$ cat src/rtl/errcnt_pkg.sv
`timescale 1ns/1ps
// Shared types for the error-count threshold interrupt block.
// Assumes: select value 0 picks the lower limit, 1 the upper limit.
package errcnt_pkg;

    // Limit selection; the encoding matches the lim_sel_i port.
    typedef enum logic {
        LIM_LOW  = 1'b0,
        LIM_HIGH = 1'b1
    } lim_mode_e;

    // Edge event seen on the exceeded flag in one clock.
    typedef struct packed {
        logic rise;
        logic fall;
    } flag_edge_t;

endpackage

$ cat src/rtl/errcnt_cmp.sv
`timescale 1ns/1ps
// Compares several error counters against the selected limit.
// Output is combinational: 1 when any counter is strictly above the limit.
// Assumes: both limits fit in CNT_W+1 bits; the counters are unsigned.
module errcnt_cmp
    import errcnt_pkg::*;
#(
    parameter int CNT_W   = 8,
    parameter int NUM_CNT = 2,
    parameter int LIM_LO  = 96,
    parameter int LIM_HI  = 128
) (
    input  logic [NUM_CNT-1:0][CNT_W-1:0] cnt_i,
    input  lim_mode_e                     mode_i,
    output logic                          over_o
);
    localparam int          EXT_W  = CNT_W + 1;
    localparam logic [EXT_W-1:0] LO_EXT = EXT_W'(LIM_LO);
    localparam logic [EXT_W-1:0] HI_EXT = EXT_W'(LIM_HI);

    logic [EXT_W-1:0]   limit;
    logic [NUM_CNT-1:0] over_each;

    // Picks the active limit from the mode.
    always_comb begin
        limit = (mode_i == LIM_HIGH) ? HI_EXT : LO_EXT;
    end

    // One strict-greater comparator per counter.
    for (genvar g = 0; g < NUM_CNT; g++) begin : g_cmp
        always_comb begin
            over_each[g] = {1'b0, cnt_i[g]} > limit;
        end
    end

    // Any counter above the limit raises the result.
    always_comb begin
        over_o = |over_each;
    end
endmodule

$ cat src/rtl/errcnt_edge.sv
`timescale 1ns/1ps
// Registers the exceeded flag and keeps the sticky pending bit.
// In LIM_LOW mode only rising flag edges are recorded; in LIM_HIGH mode
// both edges are. The mode sampled is the one at the clock of the edge.
// Assumes: clr_i is a one-clock strobe; a new edge wins over a clear.
module errcnt_edge
    import errcnt_pkg::*;
(
    input  logic      clk,
    input  logic      rst_n,
    input  logic      over_i,
    input  lim_mode_e mode_i,
    input  logic      clr_i,
    output logic      flag_o,
    output logic      pend_o
);
    logic       flag_q;
    logic       pend_q;
    flag_edge_t edg;
    logic       record;

    // Finds the edge that the next clock will make on the flag.
    always_comb begin
        edg.rise = over_i & ~flag_q;
        edg.fall = ~over_i & flag_q;
    end

    // Chooses which edges count under the current mode.
    always_comb begin
        record = edg.rise | (edg.fall & (mode_i == LIM_HIGH));
    end

    // Flag register follows the comparison level.
    always_ff @(posedge clk) begin
        if (!rst_n) flag_q <= 1'b0;
        else        flag_q <= over_i;
    end

    // Pending bit: set on a recorded edge, cleared by the strobe.
    always_ff @(posedge clk) begin
        if (!rst_n)      pend_q <= 1'b0;
        else if (record) pend_q <= 1'b1;
        else if (clr_i)  pend_q <= 1'b0;
    end

    assign flag_o = flag_q;
    assign pend_o = pend_q;
endmodule

$ cat src/rtl/errcnt_gate.sv
`timescale 1ns/1ps
// Qualifies a request with a chain of enables; combinational.
// Assumes: every enable is active high.
module errcnt_gate #(
    parameter int NUM_EN = 3
) (
    input  logic [NUM_EN-1:0] en_i,
    input  logic              req_i,
    output logic              irq_o
);
    logic [NUM_EN:0] chain;

    // Start of the chain is the raw request.
    always_comb chain[0] = req_i;

    // Each stage passes the request on only while its enable is set.
    for (genvar g = 0; g < NUM_EN; g++) begin : g_stage
        always_comb chain[g+1] = chain[g] & en_i[g];
    end

    // End of the chain drives the request line.
    always_comb irq_o = chain[NUM_EN];
endmodule

$ cat src/rtl/errcnt_thresh_irq.sv
`timescale 1ns/1ps
// Top of the CAN error-count threshold interrupt block.
// Compares the transmit and receive counters to 96 or 128, registers the
// exceeded flag, records flag edges in a pending bit and gates the request
// with three enables.
// Assumes: synchronous active-low reset; counters are stable unsigned values.
module errcnt_thresh_irq
    import errcnt_pkg::*;
#(
    parameter int CNT_W  = 8,
    parameter int LIM_LO = 96,
    parameter int LIM_HI = 128
) (
    input  logic             clk,
    input  logic             rst_n,
    input  logic [CNT_W-1:0] tx_cnt_i,
    input  logic [CNT_W-1:0] rx_cnt_i,
    input  logic             lim_sel_i,
    input  logic             err_ie_i,
    input  logic             mod_ie_i,
    input  logic             glb_ie_i,
    input  logic             pend_clr_i,
    output logic             exceeded_o,
    output logic             irq_o
);
    localparam int NUM_CNT = 2;
    localparam int NUM_EN  = 3;

    logic [NUM_CNT-1:0][CNT_W-1:0] cnt_vec;
    logic [NUM_EN-1:0]             en_vec;
    lim_mode_e                     mode;
    logic                          over;
    logic                          pend;

    // Gathers the counters, the enables and the mode into local buses.
    always_comb begin
        cnt_vec[0] = tx_cnt_i;
        cnt_vec[1] = rx_cnt_i;
        en_vec     = {glb_ie_i, mod_ie_i, err_ie_i};
        mode       = lim_mode_e'(lim_sel_i);
    end

    errcnt_cmp #(
        .CNT_W  (CNT_W),
        .NUM_CNT(NUM_CNT),
        .LIM_LO (LIM_LO),
        .LIM_HI (LIM_HI)
    ) u_cmp (
        .cnt_i (cnt_vec),
        .mode_i(mode),
        .over_o(over)
    );

    errcnt_edge u_edge (
        .clk   (clk),
        .rst_n (rst_n),
        .over_i(over),
        .mode_i(mode),
        .clr_i (pend_clr_i),
        .flag_o(exceeded_o),
        .pend_o(pend)
    );

    errcnt_gate #(
        .NUM_EN(NUM_EN)
    ) u_gate (
        .en_i (en_vec),
        .req_i(pend),
        .irq_o(irq_o)
    );
endmodule

$ cat config.mk
export PLATFORM = sky130hd
export DESIGN_NAME = errcnt_thresh_irq
export DESIGN_NICKNAME = d
export VERILOG_FILES = /design/src/rtl/errcnt_pkg.sv /design/src/rtl/errcnt_cmp.sv /design/src/rtl/errcnt_edge.sv /design/src/rtl/errcnt_gate.sv /design/src/rtl/errcnt_thresh_irq.sv
export SDC_FILE = /design/constraint.sdc
export NUM_CORES = 1
export LEC_CHECK = 0
export BUFFER_PORTS_ARGS = -buffer_cell sky130_fd_sc_hd__buf_4
export CAP_MARGIN = 20
export CORE_AREA = 2 2 39 41
export CTS_CLUSTER_DIAMETER = 120
export DETAILED_ROUTE_END_ITERATION = 16
export DIE_AREA = 0 0 41 43
export PLACE_DENSITY = 0.6
export REMOVE_ABC_BUFFERS = 1
export SYNTH_ARGS = -nofsm -noshare
export SYNTH_HDL_FRONTEND = slang
export SYNTH_SLANG_ARGS = --single-unit
$ cat constraint.sdc
create_clock -name clk -period 2 [get_ports clk]
set_input_delay 0.4 -clock clk [delete_from_list [all_inputs] [get_ports clk]]
set_output_delay 0.4 -clock clk [all_outputs]
set_load 0.02 [all_outputs]
After elaboration in Yosys (flattened, before gate mapping)
Index checks and enable logic that the tools add are counted.
{"block": "word_totals", "ff_bits": 2, "inputBits": 23, "out_inout_bits": 2}
{"block": "op_classes", "magnitude_cmp": 2, "n_mux": 3, "n_bitwise": 9, "n_reduce_logical": 2}
{"operator": "8-bit by 9-bit > comparator with 1-bit output", "count": 2}
{"operator": "8-bit two-way mux", "count": 1}
{"operator": "1-bit AND", "count": 6}
{"operator": "1-bit two-way mux", "count": 2}
{"operator": "1-bit NOT", "count": 2}
{"operator": "2-bit nonzero test", "count": 1}
{"operator": "2-bit OR reduction", "count": 1}
{"operator": "1-bit bitwise OR", "count": 1}

Longest topological paths before layout
{"block": "depth", "depth_word": 8, "ltp_mapped": 6, "ltp_nobuf": 6}

Hierarchy
Synthesis repeated with hierarchy kept, for this count alone.
{"block": "unflattened", "cells_unflattened": 30, "area_unflattened_um2": 245.2}
{"mod": "errcnt_cmp", "n_inst": 1, "cells_per_inst": 21, "area_per_inst_um2": 158.9, "seq_area_each_um2": 0.0}
{"mod": "errcnt_edge", "n_inst": 1, "cells_per_inst": 8, "area_per_inst_um2": 77.6, "seq_area_each_um2": 40.0}
{"mod": "errcnt_gate", "n_inst": 1, "cells_per_inst": 1, "area_per_inst_um2": 8.8, "seq_area_each_um2": 0.0}

Worst setup path before layout
Ideal clock, no wire load.
{"block": "synth_timing", "kind": "input port to flip-flop", "start": "input port lim_sel_i", "end": "register u_edge.pend_q (netlist: u_edge.pend_o)", "arrival_time_ns": 1.446, "t_required_ns": 1.909, "slack_ns": 0.463, "stages": 6, "n_path_buf": 0, "cell_sequence": "inv_1 > ha_1 > nor4b_2 > nand4_1 > a21o_1 > a311oi_1"}
{"block": "synth_between", "elab_chain_cells": 8, "word_cells_on_any_way": 11, "classes_between": "order compare (2); mux (2); bitwise (5); reduce/logical (2)"}
{"element": "from (decl)", "line_no": "errcnt_thresh_irq.sv:18", "text": "input logic lim_sel_i,"}
{"element": "8-bit two-way mux", "line_no": "errcnt_cmp.sv:26", "text": "limit = (mode_i == LIM_HIGH) ? HI_EXT : LO_EXT;"}
{"element": "8-bit by 9-bit > comparator with 1-bit output", "line_no": "errcnt_cmp.sv:32", "text": "over_each[g] = {1'b0, cnt_i[g]} > limit;"}
{"element": "2-bit OR reduction", "line_no": "errcnt_cmp.sv:38", "text": "over_o = |over_each;"}
{"element": "1-bit NOT", "line_no": "errcnt_edge.sv:25", "text": "edg.fall = ~over_i & flag_q;"}
{"element": "1-bit AND", "line_no": "errcnt_edge.sv:25"}
{"element": "1-bit AND", "line_no": "errcnt_edge.sv:30", "text": "record = edg.rise | (edg.fall & (mode_i == LIM_HIGH));"}
{"element": "1-bit bitwise OR (*)", "line_no": "errcnt_edge.sv:30"}
{"element": "1-bit two-way mux or 2-bit nonzero test (tied branches)"}
{"element": "to (signal assigned)", "line_no": "errcnt_edge.sv:41", "text": "if (!rst_n) pend_q <= 1'b0;"}
{"element": "to (signal assigned)", "line_no": "errcnt_edge.sv:42", "text": "else if (record) pend_q <= 1'b1;"}
{"element": "to (signal assigned)", "line_no": "errcnt_edge.sv:43", "text": "else if (clr_i) pend_q <= 1'b0;"}
{"element": "to (decl)", "line_no": "errcnt_edge.sv:18", "text": "logic pend_q;"}
Mark *: on every way between the ends. The rest lies on a longest branch, timed or not.
A chain may end at the register's enable or synchronous reset.

Final worst setup path
Same ends and word-level chain as after synthesis.

==> metrics.txt <==
outcome complete, no violations; area leader, netlist ha_1; Top Metal Used met3; vias in the first global route 311; Final setup viols 0; DIE WIDTH 41 um; drt total wl 675 um; Fillers 142; antenna-violating nets left 0; clock period minus worst slack about 1.6 ns; CTS sink cnt 2; drt pass-1 iters 2; synth top area cells ha_1 (28%), dfxtp_1 (15%), nor4b_2 (11%); pin count of the biggest net entering global routing 5; CP Class in2reg; I/O pins 25; P_leak between 0.2 and 0.3 nW; Resized cells post-CTS 0; met2 wire length 324 um; met3 WL about 76 um; Nets 89; YS warnings 0; vias per cell 4.473; GRT Residual Overflow 0; core outline area 1384 um^2; routed len/inst approximately 9.1 um; die span in y approximately 43 um; Residual DRC 0; CP required 2.13 ns; DIE AREA 1763 um^2; P&R area growth vs syn 82.41%; flops & latches, synth 2; Post-Route M1 WL 274 um; Synth cell types 18; fraction of layout instances using a drive strength above 1 between 50% and 60%; Arr. time, crit path 1.68 ns; Clock Pin Slew Worst Setup and Hold Paths 0.03 ns; Max Cap Viol 0; Syn Inst Count 31; I/O Buffers 24; row count 14; clock skew 0.001196 ns; post-CTS setup buffer count 0; DRT iter0 DRCs 1; CTS root buffer clkbuf_4; post-synth top area share about 28%; GP Congestion 0.6893; Hold Slack about 0.41 ns; initial antenna violation count 0; VDD IR max 231.8 uV; measured slew at the worst slew-check pin 0.2350 ns; Clock Latency Late Sink approximately 0.22 ns; crit path max fanout 4; unrepaired setup endpoints after global routing no; Syn Std Cell Area 270.3 um^2; Max-slew headroom 84.17%; Initial Util 19.53%; CTS Buffer Depth 2; CTS Hold Bufs 0; sequential share of the synthesized area between 10% and 20%; f_max 642.0 MHz; total global routing track utilization 8.308%; CTS tree done; P per Cell Area 439.3 nW/um^2; final max-slew violation count 0; synthesized area per cell 8.718 um^2; ANT cells 0; Hold WC Path Type in2reg; CTS HTree Levels 1; first-pass GRT wire length 1.076 mm; DP HPWL 618.9 um; reg2reg setup slack 1.13 ns; fin crit share 77.88%; Final Hold Fails 0; placed inst area 470.5 um^2; TNS Setup 0 ns; final instance area 493.0 um^2; startpoint types input pin; Num CTS Buffers 3; Setup crit end kind flop; detailed-route via count 331
-- Yosys cell counts (all sizes together) --
cell / instances
o21ai: 1
nand3b: 1
and4bb: 1
a211oi: 1
nand4: 1
nor4b: 2
ha: 6
nand2b: 1
and2: 1
inv: 4
and4: 1
a311oi: 1
nand2: 3
a22oi: 1
nor2: 1
a21o: 1
dfxtp: 2
a21oi: 2
-- cells by family (layout without fill, tap and decap cells) --
logic type,count (synthesis),count (layout),share of synthesized area [%]
AO/OA/AOI/OAI,7,7,17.13
adder cells (fa/ha/maj),6,6,27.78
buffers and inverters,4,31,5.554
flip-flops,2,2,14.82
AND/OR/NAND/NOR,12,12,34.73
-- per-stage QoR --
step           power, mW  util, %  std cells  setup WS, ns
2_1_floorplan    0.08638        -         31        0.4627
5_1_grt           0.2341    35.62         74        0.3349
6_report          0.2166    35.62         74        0.4424
4_1_cts           0.2221    35.62         74        0.4547
3_3_place_gp      0.1326    34.00         71        0.2396
3_5_place_dp      0.1334    34.00         71        0.2236
-- final timing paths --
path,depth (start not counted),from,to
min reg2reg,1,u_edge.flag_o,u_edge.pend_o
min,2,rst_n,u_edge.flag_o
max reg2reg,4,u_edge.pend_o,u_edge.pend_o
max,7,lim_sel_i,u_edge.pend_o
-- flip-flops by register name (all words and copies together), names as in the netlist --
register and cells:
u_edge.flag_o 1, u_edge.pend_o 1
-- area by class of cell --
| class | count | area (um^2) | area share, % |
|---|---|---|---|
| repair buffers | 24 | 180.2 | 36.55 |
| multi-input cells | 25 | 215.2 | 43.65 |
| clock buffers | 3 | 22.52 | 4.569 |
| inverters | 4 | 15.01 | 3.046 |
| flip-flops and latches | 2 | 40.04 | 8.122 |
| well taps | 16 | 20.02 | 4.061 |
-- report_power, final --
part	switching, mW	total, mW	leakage (nW)	internal [mW]
Sequential	0.00287	0.0482	0.0168	0.0454
Combinational	0.0318	0.0835	0.230	0.0518
Clock	0.0190	0.0848	0.0138	0.0659
Total	0.0536	0.217	0.260	0.163
-- worst max-delay path: stages --
cell and delay (ns):
buf_4 0.13, inv_1 0.11, ha_1 0.24, and4bb_2 0.23, a22oi_1 0.25, a211oi_1 0.08
a311oi_1 0.24
-- layout by cell type, fill, tap and decap left out --
cell and n:
buf_4 24, ha_1 6, inv_1 4, nand2_1 3, clkbuf_4 3, nor4b_2 2
a21oi_1 2, dfxtp_1 2, and4_1 1, nand2b_1 1, nor2_1 1, nand4_1 1
o21ai_0 1, and4bb_2 1, nand3b_1 1, a22oi_1 1, a21o_1 1, a211oi_1 1
a311oi_1 1, and2_2 1
-- per-layer routing --
layer / vias to the layer above / track usage [%]
li1: 172 / -
met1: 144 / 10.19
met2: 15 / 13.44
met3: 0 / 2.618
met4: 0 / 2.000
met5: - / 0
(Power assumes the default switching activity.)
